### config.mk
export PLATFORM = sky130hd
export DESIGN_NAME = audio_cfg_i2c_slave
export DESIGN_NICKNAME = d
export VERILOG_FILES = /design/src/rtl/audio_cfg_pkg.sv /design/src/rtl/cfg_bus_ctrl.sv /design/src/rtl/cfg_reg_bank.sv /design/src/rtl/audio_cfg_i2c_slave.sv
export SDC_FILE = /design/constraint.sdc
export NUM_CORES = 1
export LEC_CHECK = 0
export ABC_AREA = 1
export BUFFER_PORTS_ARGS = -buffer_cell sky130_fd_sc_hd__buf_2
export CORE_ASPECT_RATIO = 0.6
export CORE_MARGIN = 3
export CORE_UTILIZATION = 39
export DETAILED_ROUTE_END_ITERATION = 16
export SYNTH_ARGS = -nofsm -noshare
export SYNTH_HDL_FRONTEND = slang
export SYNTH_SLANG_ARGS = --single-unit
### constraint.sdc
create_clock -name clk -period 1.87 [get_ports clk]
set_input_delay 0.374 -clock clk [delete_from_list [all_inputs] [get_ports clk]]
set_output_delay 0.374 -clock clk [all_outputs]
set_load 0.005 [all_outputs]
### src/rtl/audio_cfg_pkg.sv
package audio_cfg_pkg;

  localparam int CFG_REGS   = 8;
  localparam int CFG_IDX_W  = $clog2(CFG_REGS);
  localparam int CFG_DATA_W = 8;

  typedef enum logic [2:0] {
    CS_IDLE,
    CS_ADDR,
    CS_SUB,
    CS_DATA,
    CS_IGNORE
  } busState_t;

  // Strobe bundle from the bus control to the register bank.
  typedef struct packed {
    logic                  wrEn;
    logic [CFG_IDX_W-1:0]  wrIdx;
    logic [CFG_DATA_W-1:0] wrData;
  } regWrite_t;

endpackage

### src/rtl/cfg_bus_ctrl.sv
module cfg_bus_ctrl
  import audio_cfg_pkg::*;
#(
  parameter logic [6:0] DEV_ADDR = 7'h44,
  parameter int         PTR_W    = 4,
  parameter int         STEP_BIT = 4
) (
  input  logic      clk,
  input  logic      rstN,
  input  logic      sclIn,
  input  logic      sdaIn,
  output logic      sdaPullLow,
  output regWrite_t wr
);

  localparam int BYTE_BITS = 8;
  localparam logic [3:0] ACK_SLOT  = 4'(BYTE_BITS);
  localparam logic [3:0] ACK_DONE  = 4'(BYTE_BITS + 1);
  localparam logic [7:0] ADDR_BYTE = {DEV_ADDR, 1'b0};

  logic [1:0] sclSync, sdaSync;
  logic       sclQ, sdaQ;
  logic       sclS, sdaS;

  always_ff @(posedge clk) begin
    if (!rstN) begin
      sclSync <= 2'b11;
      sdaSync <= 2'b11;
      sclQ    <= 1'b1;
      sdaQ    <= 1'b1;
    end else begin
      sclSync <= {sclSync[0], sclIn};
      sdaSync <= {sdaSync[0], sdaIn};
      sclQ    <= sclSync[1];
      sdaQ    <= sdaSync[1];
    end
  end

  assign sclS = sclSync[1];
  assign sdaS = sdaSync[1];

  logic sclRise, sclFall, startSeen, stopSeen;
  assign sclRise   = sclS && !sclQ;
  assign sclFall   = !sclS && sclQ;
  assign startSeen = sclS && sclQ && sdaQ && !sdaS;
  assign stopSeen  = sclS && sclQ && !sdaQ && sdaS;

  busState_t        state;
  logic [3:0]       bitCnt;
  logic [7:0]       shiftReg;
  logic [PTR_W-1:0] ptr;
  logic             stepOn;
  logic             ptrInRange;
  logic             active;

  assign ptrInRange = (ptr < PTR_W'(CFG_REGS));
  assign active     = (state == CS_ADDR) || (state == CS_SUB) || (state == CS_DATA);

  always_ff @(posedge clk) begin
    if (!rstN) begin
      state      <= CS_IDLE;
      bitCnt     <= '0;
      shiftReg   <= '0;
      ptr        <= '0;
      stepOn     <= 1'b0;
      sdaPullLow <= 1'b0;
      wr         <= '0;
    end else begin
      wr.wrEn <= 1'b0;
      if (startSeen) begin
        state      <= CS_ADDR;
        bitCnt     <= '0;
        sdaPullLow <= 1'b0;
      end else if (stopSeen) begin
        state      <= CS_IDLE;
        bitCnt     <= '0;
        sdaPullLow <= 1'b0;
      end else if (active) begin
        if (sclRise && bitCnt < ACK_SLOT) begin
          shiftReg <= {shiftReg[6:0], sdaS};
          bitCnt   <= bitCnt + 4'd1;
        end else if (sclRise && bitCnt == ACK_SLOT) begin
          bitCnt <= ACK_DONE;
        end else if (sclFall && bitCnt == ACK_SLOT) begin
          unique case (state)
            CS_ADDR: begin
              if (shiftReg == ADDR_BYTE) begin
                sdaPullLow <= 1'b1;
                state      <= CS_SUB;
              end else begin
                state <= CS_IGNORE;
              end
            end
            CS_SUB: begin
              ptr        <= shiftReg[PTR_W-1:0];
              stepOn     <= shiftReg[STEP_BIT];
              sdaPullLow <= 1'b1;
              state      <= CS_DATA;
            end
            default: begin
              sdaPullLow <= 1'b1;
              if (ptrInRange) begin
                wr.wrEn   <= 1'b1;
                wr.wrIdx  <= ptr[CFG_IDX_W-1:0];
                wr.wrData <= shiftReg;
              end
              if (stepOn) ptr <= ptr + 1'b1;
            end
          endcase
        end else if (sclFall && bitCnt == ACK_DONE) begin
          sdaPullLow <= 1'b0;
          bitCnt     <= '0;
        end
      end
    end
  end

  // a STOP always leaves the slave idle with the line released.
  a_r1_stop_releases: assert property (@(posedge clk) disable iff (!rstN)
    stopSeen |=> (state == CS_IDLE) && !sdaPullLow);

  // after an address mismatch the line is never pulled.
  a_r2_ignore_silent: assert property (@(posedge clk) disable iff (!rstN)
    (state == CS_IGNORE) |-> !sdaPullLow);

  // the acknowledge begins only while the bus clock is low.
  a_r3_ack_on_low_clock: assert property (@(posedge clk) disable iff (!rstN)
    $rose(sdaPullLow) |-> !sclS);

  // a register strobe only follows a byte taken in the data phase.
  a_r8_strobe_from_data: assert property (@(posedge clk) disable iff (!rstN)
    wr.wrEn |-> ($past(state) == CS_DATA));

endmodule

### src/rtl/cfg_reg_bank.sv
module cfg_reg_bank
  import audio_cfg_pkg::*;
#(
  parameter logic [CFG_DATA_W-1:0] RESET_VAL = 8'hFE,
  parameter int TONE_REG  = 5,
  parameter int OUT_REG   = 6,
  parameter int ALC_REG   = 7,
  parameter int BASS_LSB  = 4,
  parameter int ALC_BIT   = 0,
  parameter int MUTE_BIT  = 0
) (
  input  logic                             clk,
  input  logic                             rstN,
  input  regWrite_t                        wr,
  output logic [CFG_REGS*CFG_DATA_W-1:0]   regFlat,
  output logic                             alcActive,
  output logic                             muteOn
);

  localparam int BASS_W = 4;

  logic [CFG_REGS*CFG_DATA_W-1:0] store;

  always_ff @(posedge clk) begin
    if (!rstN) begin
      store <= {CFG_REGS{RESET_VAL}};
    end else if (wr.wrEn) begin
      store[wr.wrIdx*CFG_DATA_W +: CFG_DATA_W] <= wr.wrData;
    end
  end

  assign regFlat = store;

  logic [BASS_W-1:0] bassCode;
  logic              alcMode;
  logic              bassBoost;

  assign bassCode  = store[TONE_REG*CFG_DATA_W + BASS_LSB +: BASS_W];
  assign alcMode   = store[ALC_REG*CFG_DATA_W + ALC_BIT];
  assign bassBoost = bassCode[BASS_W-1] && (bassCode != {BASS_W{1'b1}});
  assign alcActive = alcMode && bassBoost;
  assign muteOn    = !store[OUT_REG*CFG_DATA_W + MUTE_BIT];

  // registers move only on a strobe from the bus control.
  a_r12_stable_without_strobe: assert property (@(posedge clk) disable iff (!rstN)
    !wr.wrEn |=> $stable(regFlat));

  // a cut or flat bass setting keeps the level control off.
  a_r10_cut_forces_alc_off: assert property (@(posedge clk) disable iff (!rstN)
    !regFlat[TONE_REG*CFG_DATA_W + BASS_LSB + BASS_W - 1] |-> !alcActive);

endmodule

### src/rtl/audio_cfg_i2c_slave.sv
module audio_cfg_i2c_slave
  import audio_cfg_pkg::*;
#(
  parameter logic [6:0] DEV_ADDR = 7'h44
) (
  input  logic                           clk,
  input  logic                           rstN,
  input  logic                           sclIn,
  input  logic                           sdaIn,
  output logic                           sdaPullLow,
  output logic [CFG_REGS*CFG_DATA_W-1:0] regFlat,
  output logic                           alcActive,
  output logic                           muteOn
);

  regWrite_t wrStrobe;

  cfg_bus_ctrl #(
    .DEV_ADDR (DEV_ADDR),
    .PTR_W    (4),
    .STEP_BIT (4)
  ) u_ctrl (
    .clk        (clk),
    .rstN       (rstN),
    .sclIn      (sclIn),
    .sdaIn      (sdaIn),
    .sdaPullLow (sdaPullLow),
    .wr         (wrStrobe)
  );

  cfg_reg_bank #(
    .RESET_VAL (8'hFE)
  ) u_bank (
    .clk       (clk),
    .rstN      (rstN),
    .wr        (wrStrobe),
    .regFlat   (regFlat),
    .alcActive (alcActive),
    .muteOn    (muteOn)
  );

endmodule

# ---- Word level (Yosys, flattened, before mapping)
# Index checks and enable logic that the tools add are counted.
dict set report op_classes {
  reduce_logical 38
  addsub 3
  n_mux 20
  n_eq_ne 11
  bitwise_logic 9
  n_shift 2
  n_mul 0
  n_lt_le_gt_ge 2
  div 0
}
# op n
set ops {}
lappend ops {{bitwise mux 64 bit} 1}
lappend ops {{variable shift 8 x 34 -> 64 bit, first input constant} 1}
lappend ops {{indexed part select 8 x 34 -> 64 bit} 1}
lappend ops {{negator 6 -> 34 bit} 1}
lappend ops {{2-to-1 mux 4 bit} 5}
lappend ops {{AND reduction 8 bit} 2}
lappend ops {{AND reduction 5 bit} 3}
lappend ops {{logical AND 1 bit} 13}
lappend ops {{2-to-1 mux 12 bit} 1}
lappend ops {{2-to-1 mux 1 bit} 10}
lappend ops {{!= test 3 x 1 -> 1 bit, second input constant} 3}
lappend ops {{NOT 1 bit} 9}
lappend ops {{nonzero test 3 bit} 3}
lappend ops {{OR reduction 9 bit} 1}
lappend ops {{adder 4 x 1 -> 4 bit, second input constant} 2}
lappend ops {{equality test 4 bit, second input constant} 2}
lappend ops {{equality test 8 bit, second input constant} 1}
lappend ops {{less-than comparator 4 bit, second input constant} 2}
lappend ops {{case mux 4 bit (2 select lines)} 1}
lappend ops {{AND reduction 7 bit} 1}
lappend ops {{equality test 3 x 2 -> 1 bit, second input constant} 2}
lappend ops {{case mux 3 bit (2 select lines)} 1}
lappend ops {{nonzero test 2 bit} 3}
lappend ops {{zero test 1 bit} 5}
lappend ops {{other kinds (10)} 11}
dict set report word_totals {
  latch_bits 0
  mem_bits_rw 0
  mem_count 0
  mem_bits_ro 0
  output_inout_bits 67
  register_bits 103
}

# ---- Depth between registers and ports, before layout
# Gate-level depths: netlist (run 1).
dict set report depth {
  depth_word 9
  mapped_depth 12
  mapped_depth_nobuf 10
}

# ---- Modules after synthesis
# From an unflattened synthesis (run 1), not the netlist that was laid out.
dict set report hier_totals {
  hier_cells 574
  hier_area_um2 4319.1
}
# module instances cells_per_inst area_each_um2
set by_module_without_submodules {}
lappend by_module_without_submodules {cfg_reg_bank 1 344 2590.0}
lappend by_module_without_submodules {cfg_bus_ctrl 1 230 1729.2}

# ---- Worst setup path before layout (run 1)
# OpenSTA, ideal clock, no wires.
dict set report synth_timing {
  path_type {register -> register}
  startpoint {reg, netlist name u_ctrl.wr[8]}
  endpoint {reg u_bank.store[0], in the netlist u_bank.regFlat[0]}
  synth_period_minus_slack_ns 2.033
  t_arrival_ns 1.963
  setup_slack_ns -0.163
  t_required_ns 1.800
  path_stages_with_launch 13
  cell_sequence {dfxtp_1 buf_4 inv_2 buf_2 ha_1 ha_1 inv_1 nand2_1 nor3_1 nand2_1 inv_2 nand2_1 a21oi_1}
}
dict set report synth_via {
  elab_chain_len 3
  elab_cells_between_ends 4
  cone_classes {add/sub: 1; shift: 2; mux: 1}
}
# element line_no
set synth_rtl {}
lappend synth_rtl {{negator 6 -> 34 bit *} cfg_reg_bank.sv:28} ;# store[wr.wrIdx*CFG_DATA_W +: CFG_DATA_W] <= wr.wrData;
lappend synth_rtl {{indexed part select 8 x 34 -> 64 bit / variable shift 8 x 34 -> 64 bit (equally long branches)} cfg_reg_bank.sv:28}
lappend synth_rtl {{bitwise mux 64 bit *} cfg_reg_bank.sv:28}
lappend synth_rtl {{end signal: assignment} cfg_reg_bank.sv:26} ;# store <= {CFG_REGS{RESET_VAL}};
lappend synth_rtl {{end signal: indexed assignment} cfg_reg_bank.sv:28}
lappend synth_rtl {{end: declaration} cfg_reg_bank.sv:22} ;# logic [CFG_REGS*CFG_DATA_W-1:0] store;
# Every way passes the cells marked *; elsewhere a longest branch is shown, timed or not.
# A chain may end at the register's enable or synchronous reset.

# ---- Worst setup path in the final report (run 1)
dict set report layout_timing {
  startpoint {reg, netlist name u_ctrl.wr[9]}
  endpoint {reg u_bank.store[48], in the netlist u_bank.regFlat[48]}
}
dict set report layout_via {
  elab_chain_len 3
  elab_cells_between_ends 4
  cone_classes {add/sub: 1; shift: 2; mux: 1}
}
# element line_no
set layout_rtl {}
lappend layout_rtl {{negator 6 -> 34 bit *} cfg_reg_bank.sv:28}
lappend layout_rtl {{indexed part select 8 x 34 -> 64 bit / variable shift 8 x 34 -> 64 bit (equally long branches)} cfg_reg_bank.sv:28}
lappend layout_rtl {{bitwise mux 64 bit *} cfg_reg_bank.sv:28}
# Marked as above.

==> results of run 1 <==
-- layout by cell type, fill, tap and decap left out --
cell type	n
clkbuf_16	9
nor3_4	1
buf_4	15
nor2_2	5
ha_4	1
nand3_1	54
nor2_4	8
dfxtp_1	103
nand3_2	7
nor3_2	2
inv_1	45
xnor2_1	1
nand2_1	148
buf_2	70
ha_2	1
a21oi_1	32
o21ai_0	20
nand3_4	2
o211ai_1	26
nor2_1	40
nor3_1	12
clkinv_2	1
bufinv_16	1
o21ai_4	1
ha_1	7
a21oi_2	1
nand2_4	1
or2_2	4
xor2_1	1
clkbuf_1	1
nand2_2	6
o21ai_1	3
inv_6	2
buf_12	1
nand3b_1	2
inv_2	11
inv_8	2
nand4_1	8
-- metal layers --
layer	vias to the layer above	routed length (um)
met5	-	0
met4	0	80
met3	6	731
met2	131	4050
met1	1842	6600
li1	2037	-
-- path summary, 6_finish.rpt --
path | endpoint | slack, ps | cells past startpoint | from
worst max-delay path | u_bank.regFlat[48] | 140 | 8 | u_ctrl.wr[9]
worst min-delay path | u_ctrl.sclSync[0] | 200 | 2 | sclIn
worst max register to register | u_bank.regFlat[48] | 140 | 8 | u_ctrl.wr[9]
worst min register to register | u_ctrl.sclSync[1] | 420 | 1 | u_ctrl.sclSync[0]
-- state kept, by name (all words and copies together), names as in the netlist, 2 cells and up --
| name | cells |
|---|---|
| u_bank.regFlat | 64 |
| u_ctrl.wr | 12 |
| u_ctrl.shiftReg | 8 |
| u_ctrl.bitCnt | 4 |
| u_ctrl.ptr | 4 |
| u_ctrl.state | 3 |
| u_ctrl.sclSync | 2 |
| u_ctrl.sdaSync | 2 |
-- critical path: cells and delay by family (launching register included) --
kind                       cells  cell delay, ps
and+or+nand+nor                2             410
DFF                            1             330
buffers and inverters          3             300
AOI/OAI and AO/OA              2             280
adders and majority gates      1             360
-- power groups by stage --
stage | clock [W] | combinational, W | sequential (W)
floorplan | 0 | 0.000103 | 0.00226
global placement | 0 | 0.000120 | 0.00226
detailed placement | 0 | 0.000122 | 0.00226
CTS | 0.00198 | 0.000122 | 0.00221
global route | 0.00207 | 0.000139 | 0.00221
finish | 0.00195 | 0.000123 | 0.00221
-- metrics by stage --
step	setup slack (ps)	instances
floorplan	4.14	578
global placement	66.6	778
detailed placement	110	778
CTS	91.7	794
global route	-23.4	794
finish	136	794
-- cell families after synthesis --
| family | count (synthesis) | share of synthesized area [%] |
|---|---|---|
| xor+xnor | 2 | 0.392 |
| compound gates | 83 | 11.1 |
| fa+ha+maj | 9 | 2.52 |
| flops | 103 | 46.2 |
| simple gates | 300 | 31.7 |
| buf+inv | 81 | 8.15 |
-- final cells by class --
class / count / share of cell area (%)
multi-input combinational: 394 / 39.1
sequential: 103 / 38.8
timing repair buffer: 86 / 9.09
clock buffer: 10 / 4.31
inverter: 56 / 3.96
tap: 139 / 3.27
clock inverter: 6 / 1.41
==> flow_metrics.py, run 1 <==
metrics = {
    "floorplanning": {
        "row_count": 29,
        "initial_core_util_pct": 41.2,
        "ios": 71,
        "die_x_um": 144,
        "dieHeight_um": 88.9,
        "core_um2": 10800,
        "die_area_um2": 12800,
    },
    "critical_path": {
        "slowest_delay_ps": 360,
        "crit_top_cell": "inv_1",
        "crit_required_ps": 2150,
        "cp_cell_sequence": "inv_1, ha_2, inv_2, nor2_1, inv_1, nor2_2, o21ai_0, a21oi_1",
        "cp_max_fo": 5,
        "worstSetupEndpointType": "flip-flop",
        "worstPathArrival_ps": 2020,
        "criticalPathCategory": "flip-flop to flip-flop",
        "cp-start-kind": "flip-flop",
        "critPathSlowestCell": "ha_2",
    },
    "placed_design": {
        "dpl-instance-area_um2": 4980,
        "hpwlAfterDp_um": 8500,
        "io_buffers": 70,
        "gp_congestion": 0.833,
    },
    "final_layout": {
        "antennaDiodeCount": 0,
        "multi_input_area_um2": 2080,
        "post-route-util_pct": 49.0,
        "area_growth_pct": 18.9,
        "drive_above_1_share_pct": 23.2,
        "finish.instance_area_um2": 5310,
        "nets": 663,
        "seqCellArea_um2": 2060,
        "fillCellCount": 1047,
    },
    "sta": {
        "hold_viol": 0,
        "worstMarginPinSlew_ps": 446,
        "period_minus_slack_ps": 1730,
        "setup_viol": 0,
        "clock-skew-final_ps": 9.74,
        "hold_ws_ps": 205,
        "finalSetupTns_ps": 0,
        "slew_headroom_pct": 70.3,
        "rsz0062_at_grt": "yes",
        "fin_crit_sh_pct": 92.7,
        "finalMaxSlewViolations": 0,
        "clock.fmax_ghz": 0.577,
    },
    "power_and_ir_drop": {
        "p_total_w": 0.00427,
        "power_frac_seq_pct": 51.6,
        "combPwrFrac_pct": 2.9,
        "ir_drop_mv": 0.453,
        "power.density_nw_per_um2": 805,
        "p_leak_nw": 2.38,
        "p_switching_w": 0.000977,
        "internal_power_w": 0.00330,
        "clkPwrFrac_pct": 45.5,
        "switching_share_pct": 22.9,
    },
    "route": {
        "postRouteWirelength_um": 11500,
        "ant_nets": 0,
        "vias_per_cell": 5.06,
        "first_iter_violations": 392,
        "routedWlPerCell_um": 14.4,
        "drc_errors": 0,
        "firstDrtPassIters": 5,
        "vias": 4016,
    },
    "synth": {
        "ys.flop_type": "dfxtp_1",
        "synth_area_leaders": "dfxtp_1 (46%), nand2_1 (13%), nand3_1 (6.1%), o211ai_1 (4.4%), inv_1 (3.8%)",
        "synth_common_cells": "nand2_1 (149), dfxtp_1 (103), nand3_1 (54)",
        "synth_edf_count": 0,
        "syn-num-nets": 591,
        "syn_avg_cell_area_um2": 7.73,
        "netlist-cell-type-count": 31,
        "synth_area_um2": 4470,
        "post-synth-top-count-cell": "nand2_1",
        "synth_top_area_share_pct": 46.2,
        "postSynthCellCount": 578,
        "ys_seq_area_share_pct": 46.2,
        "synth_area_leader_cell": "dfxtp_1",
        "yosys_warnings": 0,
        "synthArstFlopShare_pct": 0,
        "ys_seq_elements": 103,
    },
    "global_routing": {
        "grtUsageTotal_pct": 18.5,
        "antenna_found_initial": 0,
        "use_met3_pct": 4.17,
        "grt-ovfl-total": 0,
        "grt.busiest_layer": "met1",
        "met2_usage_pct": 22.0,
        "grt_pass1_wl_um": 18700,
        "grt_pass1_vias": 3598,
        "grt_max_degree": 46,
        "use_met1_pct": 31.4,
    },
    "clock_network": {
        "insertion_delay_ps": 350,
        "ctsHoldBuffers": 0,
        "cts_sinks": 103,
        "cts_buffer_depth": 2,
        "cts_buffers": 9,
        "root_buffer": "clkbuf_16",
        "cts.reportedPaths.clkPinSlew_ps": 70,
        "htreeDepth": 3,
        "post-cts-setup-buffer-count": 0,
        "tritoncts": "yes",
        "cts_resized": 0,
    },
    "min_path": {
        "min_path_type": "primary input to flip-flop",
    },
    "flow_run": {
        "max-cap-violations": 0,
    },
    "status": {
        "outcome": "completed",
    },
}
Power figures use the tool's default switching activity.
==> run 2, diff against run 1 <==
--- a/config.mk
+++ b/config.mk
@@ -11,6 +11,7 @@
 export CORE_MARGIN = 3
 export CORE_UTILIZATION = 39
 export DETAILED_ROUTE_END_ITERATION = 16
+export MAX_ROUTING_LAYER = met4
 export SYNTH_ARGS = -nofsm -noshare
 export SYNTH_HDL_FRONTEND = slang
 export SYNTH_SLANG_ARGS = --single-unit
==> run 2 against run 1 <==
Compared with the run above:
- sequential cell count unchanged
- sequential share of layout area unchanged
- global-route usage up 0.58 points
- via count shrank 0.27%
- critical path depth did not move
- critical path type unchanged
- largest cell class unchanged
- largest power group unchanged
==> flow_metrics.py, run 2 (synthesized netlist as in run 1, its figures left out) <==
metrics = {
    "status": {
        "outcome": "completed",
    },
    "clock_network": {
        "ctsHoldBuffers": 0,
        "cts_buffers": 9,
        "tritoncts": "yes",
        "cts_buffer_depth": 2,
        "cts_sinks": 103,
        "root_buffer": "clkbuf_16",
        "cts.reportedPaths.clkPinSlew_ps": 70,
        "insertion_delay_ps": 350,
        "htreeDepth": 3,
    },
    "critical_path": {
        "r2r_slack_ps": 130,
        "timing.rr.start": "u_ctrl.wr[9]",
        "worstSetupEndpointType": "flip-flop",
        "worstReg2RegEnd": "u_bank.regFlat[48]",
        "crit_required_ps": 2150,
        "reg2reg_depth": 8,
        "worstPathArrival_ps": 2020,
        "cp-start-kind": "flip-flop",
        "cp_max_fo": 5,
        "criticalPathCategory": "flip-flop to flip-flop",
    },
    "min_path": {
        "hold_path_end": "u_ctrl.sclSync[0]",
        "hold_path_depth": 2,
        "min_path_type": "primary input to flip-flop",
        "min_from": "sclIn",
    },
    "power_and_ir_drop": {
        "p_leak_nw": 2.38,
        "power.density_nw_per_um2": 805,
        "p_total_w": 0.00428,
        "combPwrFrac_pct": 2.9,
        "power_frac_seq_pct": 51.6,
        "switching_share_pct": 22.9,
        "clkPwrFrac_pct": 45.5,
        "internal_power_w": 0.00330,
        "ir_drop_mv": 0.451,
        "p_switching_w": 0.000979,
    },
    "route": {
        "ant_nets": 0,
        "first_iter_violations": 404,
        "firstDrtPassIters": 4,
        "vias_per_cell": 5.04,
        "drc_errors": 0,
        "postRouteWirelength_um": 11500,
        "vias": 4005,
        "routedWlPerCell_um": 14.4,
    },
    "final_layout": {
        "area_growth_pct": 18.9,
        "finish.instance_area_um2": 5310,
        "largest_register_ffs": 64,
        "antennaDiodeCount": 0,
        "final_common_cell": "nand2_1",
        "drive_above_1_share_pct": 23.2,
        "nets": 663,
        "layout_common_cells": "nand2_1 (148), dfxtp_1 (103), buf_2 (70)",
    },
    "floorplanning": {
        "row_count": 29,
        "die_area_um2": 12800,
        "ios": 71,
        "core_um2": 10800,
        "die_x_um": 144,
        "initial_core_util_pct": 41.2,
        "dieHeight_um": 88.9,
    },
    "placed_design": {
        "gp_congestion": 0.846,
        "io_buffers": 70,
        "hpwlAfterDp_um": 8500,
        "dpl-instance-area_um2": 4980,
    },
    "sta": {
        "slew_headroom_pct": 70.4,
        "clock-skew-final_ps": 9.93,
        "clock.fmax_ghz": 0.574,
        "rsz0062_at_grt": "yes",
        "hold_viol": 0,
        "period_minus_slack_ps": 1740,
        "fin_crit_sh_pct": 93.2,
        "finalMaxSlewViolations": 0,
        "setup_viol": 0,
        "worstMarginPinSlew_ps": 444,
    },
    "global_routing": {
        "grt-ovfl-total": 0,
        "antenna_found_initial": 0,
        "grt_pass1_vias": 3604,
        "grtUsageTotal_pct": 19.0,
        "grt_pass1_wl_um": 18600,
        "grt_max_degree": 46,
    },
    "flow_run": {
        "max-cap-violations": 0,
    },
}
-- run 2: per-layer routing --
metal  up-vias  global-route usage [%]  wire length (um)  part of all wire, %
met3         8                    4.01               658                  5.7
li1       2036                       -                 -                    -
met1      1848                    31.6              6700                   58
met4         0                    4.83                87                 0.76
met5         -                       -                 0                    0
met2       113                    21.9              4030                   35
-- run 2: timing repair --
item                       4_1_cts  5_1_grt
setup buffers                    0        0
setup endpoints to repair        0       15
gates resized for setup          0        5
-- run 2: metrics by stage --
stage,hold WS [ps],cells,setup WS [ps],setup TNS [ps],util (%)
finish,206,794,127,0,49.0
global route,210,794,-23.4,-40.6,49.0
CTS,196,794,91.7,0,48.7
detailed placement,404,778,110,0,45.9
global placement,398,778,66.6,0,45.9
floorplan,393,578,4.14,0,-
-- run 2: worst max-delay path: stages, from the launching register on --
cell	delay, ps
dfxtp_1	330
inv_1	80
ha_2	360
inv_2	60
nor2_1	220
inv_1	170
nor2_2	180
o21ai_0	130
a21oi_1	150
-- run 2: layout make-up --
| cell class | count | area, um^2 |
|---|---|---|
| clock buffer | 10 | 229 |
| clock inverter | 6 | 75.1 |
| fill | 1047 | 5540 |
| inverter | 56 | 210 |
| multi-input combinational | 394 | 2080 |
| sequential | 103 | 2060 |
| tap | 139 | 174 |
| timing repair buffer | 86 | 483 |
-- run 2: power by group through the flow --
| stage | Sequential, W | Clock (W) | Combinational (W) |
|---|---|---|---|
| floorplan | 0.00226 | 0 | 0.000103 |
| global placement | 0.00226 | 0 | 0.000120 |
| detailed placement | 0.00226 | 0 | 0.000122 |
| CTS | 0.00221 | 0.00198 | 0.000122 |
| global route | 0.00221 | 0.00207 | 0.000139 |
| finish | 0.00221 | 0.00195 | 0.000123 |
-- run 2: worst max path at each step --
stage | endpoint | depth (start not counted) | slack, ps | start
after floorplan | u_bank.regFlat[0] | 12 | 4 | u_ctrl.wr[8]
after global placement | u_bank.regFlat[48] | 8 | 70 | u_ctrl.wr[9]
after detailed placement | u_bank.regFlat[48] | 8 | 110 | u_ctrl.wr[9]
after CTS | u_bank.regFlat[48] | 8 | 90 | u_ctrl.wr[9]
after global routing | u_bank.regFlat[26] | 9 | -20 | u_ctrl.wr[9]
final | u_bank.regFlat[48] | 8 | 130 | u_ctrl.wr[9]
